--- config.mk ---
export PLATFORM = sky130hd
export DESIGN_NAME = cclk_selector
export DESIGN_NICKNAME = d
export VERILOG_FILES = /design/src/rtl/ccs_pkg.sv /design/src/rtl/ccs_rst_sync.sv /design/src/rtl/ccs_slope_reg.sv /design/src/rtl/ccs_div_core.sv /design/src/rtl/ccs_pass_gate.sv /design/src/rtl/cclk_selector.sv
export SDC_FILE = /design/constraint.sdc
export NUM_CORES = 1
export LEC_CHECK = 0
export BUFFER_PORTS_ARGS = -buffer_cell sky130_fd_sc_hd__buf_2
export CAP_MARGIN = 20
export CORE_AREA = 2 2 39 41
export DETAILED_ROUTE_END_ITERATION = 10
export DIE_AREA = 0 0 41 43
export REMOVE_ABC_BUFFERS = 1
export SLEW_MARGIN = 10
export SYNTH_ARGS = -nofsm -noshare
export SYNTH_HDL_FRONTEND = slang
export SYNTH_SLANG_ARGS = --single-unit
--- constraint.sdc ---
create_clock -name clk_in -period 0.85 [get_ports clk_in]
set_input_delay 0.17 -clock clk_in [delete_from_list [all_inputs] [get_ports clk_in]]
set_output_delay 0.17 -clock clk_in [all_outputs]
set_load 0.01 [all_outputs]
--- src/rtl/ccs_pkg.sv ---
package ccs_pkg;

  typedef enum logic [1:0] {
    MODE_STOP = 2'b00,
    MODE_PASS = 2'b01,
    MODE_DIV2 = 2'b10,
    MODE_DIV4 = 2'b11
  } ccs_mode_e;

  localparam int unsigned HALF_DIV2 = 1;
  localparam int unsigned HALF_DIV4 = 2;
  localparam int unsigned CNT_W     = (HALF_DIV4 > 1) ? $clog2(HALF_DIV4) : 1;

  function automatic logic [CNT_W-1:0] half_term(input ccs_mode_e m);
    if (m == MODE_DIV4) return CNT_W'(HALF_DIV4 - 1);
    else                return CNT_W'(HALF_DIV2 - 1);
  endfunction

endpackage

--- src/rtl/ccs_rst_sync.sv ---
module ccs_rst_sync #(
  parameter int unsigned STAGES = 2
) (
  input  logic clk,
  input  logic rst_n,
  output logic rst_sn
);

  logic [STAGES-1:0] sh_q;

  generate
    if (STAGES == 1) begin : g_one
      always_ff @(posedge clk or negedge rst_n) begin
        if (!rst_n) sh_q <= 1'b0;
        else        sh_q <= 1'b1;
      end
    end else begin : g_chain
      always_ff @(posedge clk or negedge rst_n) begin
        if (!rst_n) sh_q <= '0;
        else        sh_q <= {sh_q[STAGES-2:0], 1'b1};
      end
    end
  endgenerate

  assign rst_sn = sh_q[STAGES-1];

endmodule

--- src/rtl/ccs_slope_reg.sv ---
module ccs_slope_reg #(
  parameter int unsigned     CFG_W     = 5,
  parameter logic [CFG_W-1:0] SLOW_CODE = CFG_W'(4),
  parameter logic [CFG_W-1:0] FAST_CODE = CFG_W'(5)
) (
  input  logic             clk,
  input  logic             rst_sn,
  input  logic             cfg_wr,
  input  logic [CFG_W-1:0] cfg_data,
  output logic             slope_fast
);

  logic fast_q, fast_d;
  logic hit_fast, hit_slow;

  assign hit_fast = cfg_wr && (cfg_data == FAST_CODE);
  assign hit_slow = cfg_wr && (cfg_data == SLOW_CODE);

  always_comb begin
    fast_d = fast_q;
    if (hit_fast)      fast_d = 1'b1;
    else if (hit_slow) fast_d = 1'b0;
  end

  always_ff @(posedge clk or negedge rst_sn) begin
    if (!rst_sn) fast_q <= 1'b0;
    else         fast_q <= fast_d;
  end

  assign slope_fast = fast_q;

  // fast code takes effect on the next edge
  p_fast_code_r8: assert property (@(posedge clk) disable iff (!rst_sn)
    (cfg_wr && cfg_data == FAST_CODE) |=> slope_fast);

  // slow code takes effect on the next edge
  p_slow_code_r8: assert property (@(posedge clk) disable iff (!rst_sn)
    (cfg_wr && cfg_data == SLOW_CODE) |=> !slope_fast);

  // no strobe, no change
  p_idle_hold_r8: assert property (@(posedge clk) disable iff (!rst_sn)
    !cfg_wr |=> $stable(slope_fast));

endmodule

--- src/rtl/ccs_div_core.sv ---
module ccs_div_core
  import ccs_pkg::*;
(
  input  logic      clk,
  input  logic      rst_sn,
  input  ccs_mode_e req_mode,
  input  logic      supply_ok,
  input  logic      pass_en,
  output ccs_mode_e act_mode,
  output logic      div_q
);

  ccs_mode_e        act_q, act_d;
  logic [CNT_W-1:0] cnt_q, cnt_d;
  logic             out_q, out_d;
  logic [CNT_W-1:0] term;

  assign term = half_term(act_q);

  always_comb begin
    act_d = act_q;
    cnt_d = cnt_q;
    out_d = out_q;
    if (!supply_ok) begin
      act_d = MODE_STOP;
      cnt_d = '0;
      out_d = 1'b0;
    end else begin
      unique case (act_q)
        MODE_STOP: begin
          cnt_d = '0;
          out_d = 1'b0;
          if (req_mode != MODE_STOP && !pass_en) act_d = req_mode;
        end
        MODE_PASS: begin
          if (req_mode != MODE_PASS && !pass_en) act_d = MODE_STOP;
        end
        default: begin
          if (cnt_q == term) begin
            cnt_d = '0;
            if (out_q)                     out_d = 1'b0;
            else if (req_mode != act_q)    act_d = MODE_STOP;
            else                           out_d = 1'b1;
          end else begin
            cnt_d = cnt_q + CNT_W'(1);
          end
        end
      endcase
    end
  end

  always_ff @(posedge clk or negedge rst_sn) begin
    if (!rst_sn) begin
      act_q <= MODE_STOP;
      cnt_q <= '0;
      out_q <= 1'b0;
    end else begin
      act_q <= act_d;
      cnt_q <= cnt_d;
      out_q <= out_d;
    end
  end

  assign act_mode = act_q;
  assign div_q    = out_q;

  // mode handover only while both output sources are low
  p_switch_low_r7: assert property (@(posedge clk) disable iff (!rst_sn)
    (supply_ok && act_d != act_q) |-> (!out_q && !pass_en));

  // a divide-by-4 high phase lasts at least two input periods
  p_div4_hold_r5: assert property (@(posedge clk) disable iff (!rst_sn)
    (act_q == MODE_DIV4 && $rose(out_q) && supply_ok) |=> out_q);

  // a divide-by-2 high phase lasts exactly one input period
  p_div2_drop_r4: assert property (@(posedge clk) disable iff (!rst_sn)
    (act_q == MODE_DIV2 && out_q && supply_ok) |=> !out_q);

endmodule

--- src/rtl/ccs_pass_gate.sv ---
module ccs_pass_gate
  import ccs_pkg::*;
(
  input  logic      clk,
  input  logic      rst_sn,
  input  ccs_mode_e act_mode,
  input  ccs_mode_e req_mode,
  output logic      pass_en,
  output logic      gclk
);

  logic en_q, en_d;

  assign en_d = (act_mode == MODE_PASS) && (req_mode == MODE_PASS);

  always_ff @(negedge clk or negedge rst_sn) begin
    if (!rst_sn) en_q <= 1'b0;
    else         en_q <= en_d;
  end

  assign pass_en = en_q;
  assign gclk    = clk & en_q;

endmodule

--- src/rtl/cclk_selector.sv ---
module cclk_selector
  import ccs_pkg::*;
#(
  parameter int unsigned      CFG_W      = 5,
  parameter logic [CFG_W-1:0] SLOW_CODE  = CFG_W'(4),
  parameter logic [CFG_W-1:0] FAST_CODE  = CFG_W'(5),
  parameter int unsigned      RST_STAGES = 2
) (
  input  logic             clk_in,
  input  logic             rst_n,
  input  logic [1:0]       ratio_sel,
  input  logic             supply_ok,
  input  logic             cfg_wr,
  input  logic [CFG_W-1:0] cfg_data,
  output logic             card_clk,
  output logic             slope_fast
);

  logic      rst_sn;
  ccs_mode_e req_mode;
  ccs_mode_e act_mode;
  logic      pass_en;
  logic      gclk;
  logic      div_q;

  assign req_mode = supply_ok ? ccs_mode_e'(ratio_sel) : MODE_STOP;

  ccs_rst_sync #(.STAGES(RST_STAGES)) u_rst (
    .clk    (clk_in),
    .rst_n  (rst_n),
    .rst_sn (rst_sn)
  );

  ccs_div_core u_div (
    .clk       (clk_in),
    .rst_sn    (rst_sn),
    .req_mode  (req_mode),
    .supply_ok (supply_ok),
    .pass_en   (pass_en),
    .act_mode  (act_mode),
    .div_q     (div_q)
  );

  ccs_pass_gate u_gate (
    .clk      (clk_in),
    .rst_sn   (rst_sn),
    .act_mode (act_mode),
    .req_mode (req_mode),
    .pass_en  (pass_en),
    .gclk     (gclk)
  );

  ccs_slope_reg #(
    .CFG_W     (CFG_W),
    .SLOW_CODE (SLOW_CODE),
    .FAST_CODE (FAST_CODE)
  ) u_slope (
    .clk        (clk_in),
    .rst_sn     (rst_sn),
    .cfg_wr     (cfg_wr),
    .cfg_data   (cfg_data),
    .slope_fast (slope_fast)
  );

  assign card_clk = gclk | div_q;

  // the pass enable is only open while pass-through is the active mode
  p_gate_mode_r3: assert property (@(posedge clk_in) disable iff (!rst_sn)
    pass_en |-> (act_mode == MODE_PASS));

  // divider output is low after an edge that saw the supply down
  p_supply_div_r6: assert property (@(posedge clk_in) disable iff (!rst_sn)
    !supply_ok |=> !div_q);

  // pass enable is closed once the supply has been down for a full cycle
  p_supply_gate_r6: assert property (@(posedge clk_in) disable iff (!rst_sn)
    (!supply_ok && $past(!supply_ok)) |-> !pass_en);

  // the two output sources are never open together
  p_one_source_r7: assert property (@(posedge clk_in) disable iff (!rst_sn)
    !(pass_en && div_q));

endmodule

==> results.sh, run 1 <==
export IMPL_drtIter0Drc=3
export IMPL_multiInputGateArea_um2=267
export IMPL_wl_um=1150
export IMPL_seq_area_frac_synth=0.461
export IMPL_endpoint_kind="output port"
export IMPL_row_count=14
export IMPL_synth_top_area_cell="dfrtp_1"
export IMPL_seqCellArea_um2=200
export IMPL_drv_slew=0
export IMPL_r2r_slack_ps=-630
export IMPL_worstSetupPathType="flip-flop to output port"
export IMPL_cts_tree="yes"
export IMPL_die_w_um=41
export IMPL_endpoint="card_clk"
export IMPL_power_internal_uw=929
export IMPL_ys_top_cells_by_area="dfrtp_1 40%, dfrtn_1 5.8%, nor2b_1 5.8%, a21oi_1 4.6%, mux2_4 3.5%"
export IMPL_grt_pass1_wl_um=1890
export IMPL_reg2reg_to="u_div.act_mode[0]"
export IMPL_grt_util_all_layers=0.184
export IMPL_clkTransAtPathRegs_ps=60
export IMPL_r2r_start="u_gate.pass_en"
export IMPL_core_area_um2=1380
export IMPL_violations="setup timing"
export IMPL_start_util=0.314
export IMPL_synth_seq_cells=8
export IMPL_p_switching_uw=330
export IMPL_leakagePower_nw=0.367
export IMPL_syn_area_um2=434
export IMPL_routed_via_density=4.57
export IMPL_reg2reg_depth=3
export IMPL_first_pass_iters=3
export IMPL_drive_gt1_frac=0.553
export IMPL_async_reset_ff_frac=1.00
export IMPL_via_count=420
export IMPL_swShare=0.262
export IMPL_avgSynthCellArea_um2=9.87
export IMPL_n_antenna_cell=0
export IMPL_hold_ws_ps=26.5
export IMPL_nets=89
export IMPL_synth_top_area_share=0.403
export IMPL_utilization=0.524
export IMPL_place_ws_ps=-518
export IMPL_wl_per_cell_um=12.5
export IMPL_synth_edf_count=0
export IMPL_dp_hpwl_um=798
export IMPL_grt_max_degree=8
export IMPL_n_fill_cell=135
export IMPL_io_buffer_count=12
export IMPL_finalPower_mw=1.26
export IMPL_crit_required_ps=680
export IMPL_ant_nets=0
export IMPL_yosys_top_cells_count="7 x dfrtp_1, 4 x a21oi_1, 4 x nand2_1, 4 x nor2b_1"
export IMPL_ir_worst_vdd_mv=0.850
export IMPL_clock_power_share=0.423
export IMPL_post_synth_top_count_cell="dfrtp_1"
export IMPL_setup_viol=8
export IMPL_synth_ff_type="dfrtp_1"
export IMPL_synth_cell_type_count=24
export IMPL_io_pins=13
export IMPL_rsz0062_at_grt="yes"
export IMPL_power_density_nw_per_um2=1740
export IMPL_synthToLayoutAreaGrowth_pct=67.1
export IMPL_antenna_found_initial=0
export IMPL_final_cell_area_um2=726
export IMPL_ys_warn_count=0
export IMPL_arrival_ps=1450
export IMPL_p_seq_frac=0.342
export IMPL_die_h_um=43
export IMPL_grt_pass1_vias=469
export IMPL_worst_setup_path_start_kind="flip-flop"
export IMPL_place_area_um2=579
export IMPL_netlist_instances=44
export IMPL_p_comb_frac=0.235
export IMPL_skew_ps=26.9
export IMPL_outcome="finished, violations left"
export IMPL_worstPathMaxFanout=2
export IMPL_gp_congestion=0.755
export IMPL_gr_total_overflow=0
export IMPL_dieArea_um2=1760
export IMPL_startpoint="u_gate.pass_en"
export IMPL_hold_viol=0
export IMPL_remaining_drc_errors=0
export IMPL_hold_class="input pin to flip-flop"
export IMPL_max_cap_viol_count=0
export IMPL_clk_latency_ps=390
export IMPL_worst_slack_ps=-773
==> what timing repair did <==
item                       4_1_cts  5_1_grt
pin swaps                        5        2
buffers inserted                 4        2
gates cloned                     0        0
hold endpoints to repair         2        0
hold buffers                     1        0
setup endpoints to repair        7        7
gates resized for setup         13        0
==> power by group through the flow <==
stage               clock, mW  sequential [mW]  combinational, mW
floorplan             0.00427            0.454             0.0800
global placement      0.00658            0.433              0.214
finish                  0.533            0.431              0.296
global route            0.592            0.434              0.324
detailed placement    0.00658            0.436              0.216
CTS                     0.544            0.430              0.281
==> worst max-delay path, cell delays in order, from the launching register on <==
cell and delay, ps:
dfrtn_1 410, a21o_1 110, buf_2 120
==> stage by stage <==
stage / cells / TNS [ps]
floorplan: 42 / -2560
global placement: 80 / -2730
detailed placement: 80 / -2840
finish: 92 / -3190
global route: 92 / -3540
CTS: 91 / -3150
==> layout make-up <==
cell class | count | share of cell area
Sequential cell | 8 | 0.276
Timing Repair Buffer | 26 | 0.245
Tap cell | 16 | 0.0276
Multi-Input combinational cell | 32 | 0.367
Inverter | 2 | 0.0103
Clock buffer | 8 | 0.0741
==> state kept, by name (all words and copies together), names as in the netlist <==
signal,count
u_gate.pass_en,1
u_slope.slope_fast,1
u_div.cnt_q,1
u_div.div_q,1
u_div.act_mode,2
u_rst.sh_q,2
==> worst min-delay path by stage <==
stage,startpoint,endpoint,cells past startpoint
4_1_cts,cfg_data[0],u_slope.slope_fast,2
5_1_grt,cfg_data[0],u_slope.slope_fast,2
6_report,cfg_data[0],u_slope.slope_fast,2
3_3_place_gp,rst_n,u_rst.sh_q[1],1
3_5_place_dp,rst_n,u_rst.sh_q[0],1
2_1_floorplan,rst_n,u_rst.sh_q[0],0
==> metal layers <==
layer  global-route usage  part of all wire  vias up
met2                0.272              0.53        9
li1                     -                 -      219
met1                0.159              0.40      190
met5                    0                 0        -
met4                0.180             0.029        0
met3                0.105             0.037        2
==> logic make-up after synthesis <==
group,synth area share
AO/OA/AOI/OAI,0.153
XOR/XNOR,0.0202
adder cells (fa/ha/maj),0.0288
buffers and inverters,0.0404
flip-flops,0.461
multiplexers,0.0346
other,0.00864
AND/OR/NAND/NOR,0.254
==> cell usage in the layout (no fill, tap or decap) <==
cell type / n
ha_4: 1
clkbuf_4: 6
and2_4: 1
nor3b_2: 1
a31oi_1: 1
nand3b_1: 1
a22oi_2: 1
a21o_1: 1
a21oi_2: 1
o21ai_1: 1
nand2_1: 4
mux2_4: 1
nor4b_2: 1
dfrtp_1: 7
dlygate4sd3_1: 1
nand2b_1: 1
buf_4: 12
o21ai_0: 1
nor2b_4: 2
and2_1: 1
a21oi_1: 3
nor2_1: 1
conb_1: 1
nor3b_1: 1
a221oi_2: 1
buf_6: 2
buf_2: 12
o22ai_1: 1
clkbuf_1: 1
dfrtn_1: 1
nor2b_1: 2
xnor2_1: 1
inv_1: 2
and4b_1: 1
Note: power is estimated with default switching activity, not from simulation.
==> inputs of run 2 (changes only) <==
--- a/config.mk
+++ b/config.mk
@@ -10,7 +10,6 @@
 export CORE_AREA = 2 2 39 41
 export DETAILED_ROUTE_END_ITERATION = 10
 export DIE_AREA = 0 0 41 43
-export REMOVE_ABC_BUFFERS = 1
 export SLEW_MARGIN = 10
 export SYNTH_ARGS = -nofsm -noshare
 export SYNTH_HDL_FRONTEND = slang
==> constraint.sdc (replaced) <==
create_clock -name clk_in -period 2.05 [get_ports clk_in]
set_input_delay 0.41 -clock clk_in [delete_from_list [all_inputs] [get_ports clk_in]]
set_output_delay 0.41 -clock clk_in [all_outputs]
set_load 0.01 [all_outputs]
==> run 2 against run 1 <==
  * The flow still finishes with violations (setup timing)
  * Combinational power fell by 72%
  * Via count down 6.9%
  * Clock power fell by 58%
  * Final cell count fell by 9.8%
  * Sequential power decreased by 59%
  * Cell area shrank 16%
  * Clock skew is 8.7 ps lower
  * First-iteration DRC count up 33%
  * Register-to-register slack better by 660 ps
  * Global-route usage is 2.3 points lower
  * Largest power group unchanged
==> results.sh, run 2 (synthesized netlist as in run 1, its figures left out) <==
export IMPL_gp_congestion=0.823
export IMPL_worstPathMaxFanout=2
export IMPL_reg2reg_to="u_div.act_mode[0]"
export IMPL_die_w_um=41
export IMPL_clkTransAtPathRegs_ps=60
export IMPL_reg2reg_depth=3
export IMPL_max_cap_viol_count=0
export IMPL_wl_um=958
export IMPL_ant_nets=0
export IMPL_hold_class="flip-flop to async pin"
export IMPL_top_usage_layer="met2"
export IMPL_place_area_um2=542
export IMPL_drive_gt1_frac=0.403
export IMPL_first_pass_iters=4
export IMPL_n_antenna_cell=0
export IMPL_drtIter0Drc=4
export IMPL_nets=80
export IMPL_worst_slack_ps=-395
export IMPL_multiInputGateArea_um2=228
export IMPL_grt_pass1_vias=432
export IMPL_grt_max_degree=10
export IMPL_arrival_ps=2040
export IMPL_io_buffer_count=12
export IMPL_outcome="finished, violations left"
export IMPL_endpoint_kind="output port"
export IMPL_finalPower_uw=483
export IMPL_final_common_cell="buf_2"
export IMPL_routed_via_density=4.71
export IMPL_hold_ws_ps=88.4
export IMPL_core_area_um2=1380
export IMPL_ir_worst_vdd_mv=0.442
export IMPL_worst_setup_path_start_kind="flip-flop"
export IMPL_rsz0062_at_grt="yes"
export IMPL_clk_latency_ps=380
export IMPL_setup_viol=1
export IMPL_drv_slew=0
export IMPL_final_cell_mix="12 x buf_2, 7 x dfrtp_1, 6 x clkbuf_4"
export IMPL_dp_hpwl_um=697
export IMPL_via_count=391
export IMPL_crit_required_ps=1640
export IMPL_final_cell_area_um2=612
export IMPL_cts_tree="yes"
export IMPL_worstSetupPathType="flip-flop to output port"
export IMPL_remaining_drc_errors=0
export IMPL_cp_cell_sequence="a21o_1 -> buf_2"
export IMPL_start_util=0.314
export IMPL_dieArea_um2=1760
export IMPL_gr_total_overflow=0
export IMPL_io_pins=13
export IMPL_cp_slowest_cell="dfrtn_1"
export IMPL_r2r_start="u_gate.pass_en"
export IMPL_cts_setup_buffers=0
export IMPL_hold_viol=0
export IMPL_violations="setup timing"
export IMPL_power_density_nw_per_um2=789
export IMPL_wl_per_cell_um=11.5
export IMPL_place_ws_ps=0.799
export IMPL_met3_usage=0.136
export IMPL_r2r_slack_ps=30
export IMPL_skew_ps=18.2
export IMPL_die_h_um=43
export IMPL_antenna_found_initial=0
export IMPL_seqCellArea_um2=200
export IMPL_synthToLayoutAreaGrowth_pct=40.9
export IMPL_cpPeakStageDelay_ps=410
export IMPL_leakagePower_nw=0.303
export IMPL_syn_nets=56
export IMPL_n_fill_cell=143
export IMPL_grt_util_all_layers=0.161
export IMPL_met2_usage=0.203
export IMPL_grt_pass1_wl_um=1720
export IMPL_setup_tns_ps=-395
export IMPL_row_count=14
export IMPL_grt_use_met1=0.166
-- run 2: worst max-delay path, delay by kind of cell, from the launching register on --
family / cells / cell delay (ps)
buffers and inverters: 1 / 120
DFF: 1 / 410
AOI/OAI and AO/OA: 1 / 100
-- run 2: how the worst max path moves through the flow --
stage | endpoint | startpoint | depth (start not counted)
detailed placement | u_div.act_mode[0] | u_gate.pass_en | 3
global route | card_clk | u_gate.pass_en | 2
finish | card_clk | u_gate.pass_en | 2
global placement | card_clk | u_gate.pass_en | 2
floorplan | card_clk | u_gate.pass_en | 1
CTS | card_clk | u_gate.pass_en | 2
-- run 2: layout make-up --
class / instances / share of cell area
inverter: 2 / 0.0123
timing repair buffer: 17 / 0.168
multi-input combinational: 32 / 0.372
sequential: 8 / 0.327
tap: 16 / 0.0327
clock buffer: 8 / 0.0879
-- run 2: power breakdown --
group	internal, mW	total [mW]	switching [mW]
Combinational	0.0440	0.0824	0.0384
Clock	0.141	0.222	0.0817
Sequential	0.170	0.178	0.00793
Total	0.355	0.483	0.128
-- run 2: per-stage QoR --
stage,util,instances
floorplan,-,44
global placement,0.392,75
detailed placement,0.392,75
CTS,0.434,83
global route,0.442,83
finish,0.442,83
-- run 2: timing repair --
| item | CTS | global route |
|---|---|---|
| hold buffers | 1 | 0 |
| endpoints found under the hold margin | 2 | 0 |
| resized for setup | 0 | 2 |
| setup endpoints to repair | 1 | 3 |
-- run 2: metal layers --
| layer | part of all wire | vias up |
|---|---|---|
| met4 | 0.017 | 0 |
| met1 | 0.42 | 179 |
| li1 | - | 198 |
| met5 | 0 | - |
| met2 | 0.51 | 11 |
| met3 | 0.052 | 3 |
==> inputs of run 3 (changes only) <==
==> constraint.sdc (replaced) <==
create_clock -name clk_in -period 2.15 [get_ports clk_in]
set_input_delay 0.43 -clock clk_in [delete_from_list [all_inputs] [get_ports clk_in]]
set_output_delay 0.43 -clock clk_in [all_outputs]
set_load 0.01 [all_outputs]
==> run 3 against run 2 <==
  * The flow still finishes with violations (setup timing)
  * Cell area shrank 4.3%
  * Hold slack gained 12 ps
  * Combinational power shrank 13%
  * Clock-buffer cell count is the same
  * Die area is the same
  * Sequential share of layout area grew 1.5 points
  * Register-to-register slack gained 60 ps
  * Clock power shrank 6%
  * Largest cell class unchanged
==> results.sh, run 3 (synthesized netlist as in run 1, its figures left out) <==
export IMPL_outcome="finished, violations left"
export IMPL_max_cap_viol_count=0
export IMPL_cp_top_family="flip-flops"
export IMPL_drtIter0Drc=10
export IMPL_ant_nets=0
export IMPL_nets=78
export IMPL_drive_gt1_frac=0.354
export IMPL_gp_congestion=0.778
export IMPL_core_area_um2=1380
export IMPL_remaining_drc_errors=0
export IMPL_die_w_um=41
export IMPL_leakagePower_nw=0.289
export IMPL_utilization=0.423
export IMPL_cts_resized=0
export IMPL_wl_per_cell_um=10.9
export IMPL_p_seq_frac=0.377
export IMPL_setup_viol=1
export IMPL_skew_ps=13.6
export IMPL_violations="setup timing"
export IMPL_ir_worst_vdd_mv=0.450
export IMPL_hold_viol=0
export IMPL_swShare=0.256
export IMPL_cp_slowest_cell="dfrtn_1"
export IMPL_dp_hpwl_um=648
export IMPL_cts_setup_buffers=0
export IMPL_endpoint_kind="output port"
export IMPL_final_common_cell="buf_2"
export IMPL_path_buf_inv=1
export IMPL_antenna_found_initial=0
export IMPL_drv_slew=0
export IMPL_rsz0062_at_grt="yes"
export IMPL_crit_required_ps=1720
export IMPL_worstSetupPathType="flip-flop to output port"
export IMPL_gr_total_overflow=0
export IMPL_start_util=0.314
export IMPL_worst_slack_ps=-360
export IMPL_row_count=14
export IMPL_wl_um=886
export IMPL_cts_tree="yes"
export IMPL_power_internal_uw=334
export IMPL_synthToLayoutAreaGrowth_pct=34.9
export IMPL_grt_util_all_layers=0.136
export IMPL_first_pass_iters=2
export IMPL_cpPeakStageDelay_ps=400
export IMPL_syn_nets=56
export IMPL_clk_latency_ps=380
export IMPL_place_ws_ps=50.2
export IMPL_io_buffer_count=12
export IMPL_worst_setup_path_start_kind="flip-flop"
export IMPL_clkTransAtPathRegs_ps=60
export IMPL_grt_pass1_wl_um=1560
export IMPL_routed_via_density=4.57
export IMPL_p_switching_uw=115
export IMPL_hold_class="flip-flop to async pin"
export IMPL_clock_power_share=0.464
export IMPL_dieArea_um2=1760
export IMPL_p_comb_frac=0.159
export IMPL_arrival_ps=2080
export IMPL_n_fill_cell=138
export IMPL_via_count=370
export IMPL_final_cell_area_um2=586
export IMPL_io_pins=13
export IMPL_grt_max_degree=10
export IMPL_worstPathMaxFanout=2
export IMPL_power_density_nw_per_um2=767
export IMPL_die_h_um=43
export IMPL_final_cell_mix="12 x buf_2, 7 x dfrtp_1, 6 x clkbuf_4"
export IMPL_grt_pass1_vias=392
export IMPL_cp_cell_sequence="a21o_1 -> buf_2"
export IMPL_place_area_um2=527
export IMPL_n_antenna_cell=0
-- run 3: power groups by stage --
stage	clock network [mW]	logic, mW	registers [mW]
floorplan	0.00169	0.0419	0.172
global placement	0.00259	0.0692	0.172
detailed placement	0.00259	0.0702	0.172
CTS	0.218	0.0722	0.170
global route	0.225	0.0812	0.172
finish	0.208	0.0716	0.169
-- run 3: worst register-to-register path, cell delays in order (launching register included) --
cell and delay [ps]:
dfrtn_1 340, buf_4 140, nand3b_1 140, a221oi_1 260
-- run 3: worst paths after layout --
| check | from | to | slack, ps | cells after the start |
|---|---|---|---|---|
| setup / recovery | u_gate.pass_en | card_clk | -360 | 2 |
| min in group clk_in | cfg_data[0] | u_slope.slope_fast | 300 | 2 |
| hold / removal | u_rst.sh_q[1] | u_div.act_mode[1] | 100 | 0 |
| max in group asynchronous | u_rst.sh_q[1] | u_gate.pass_en | 860 | 0 |
| setup reg to reg | u_gate.pass_en | u_div.act_mode[0] | 90 | 3 |
| hold reg to reg | u_rst.sh_q[1] | u_div.act_mode[1] | 100 | 0 |
-- run 3: routing by layer --
layer | part of all wire | routed length, um | up-vias | track usage
met1 | 0.49 | 435 | 172 | 0.178
li1 | - | - | 192 | -
met2 | 0.49 | 436 | 6 | 0.172
met5 | 0 | 0 | - | 0
met3 | 0.016 | 14 | 0 | 0.0733
met4 | 0 | 0 | 0 | 0.0800
-- run 3: repair_timing --
action | in CTS | in global routing
hold buffers | 1 | 0
endpoints found under the hold margin | 2 | 0
setup endpoints to repair | 1 | 1
-- run 3: final cells by class --
class                      count  area, um^2  share of cell area
clock buffer                   8        53.8              0.0919
inverter                       2        7.51              0.0128
multi-input combinational     32         216               0.370
sequential                     8         200               0.342
tap                           16        20.0              0.0342
timing repair buffer          15        87.6               0.150
-- run 3: stage by stage --
stage	power, mW	hold WS, ps	std cells	TNS (ps)
6_report	0.449	100	81	-360
4_1_cts	0.460	111	81	-374
2_1_floorplan	0.216	67.8	44	0
3_5_place_dp	0.245	103	73	0
3_3_place_gp	0.244	108	73	0
5_1_grt	0.478	121	81	-405
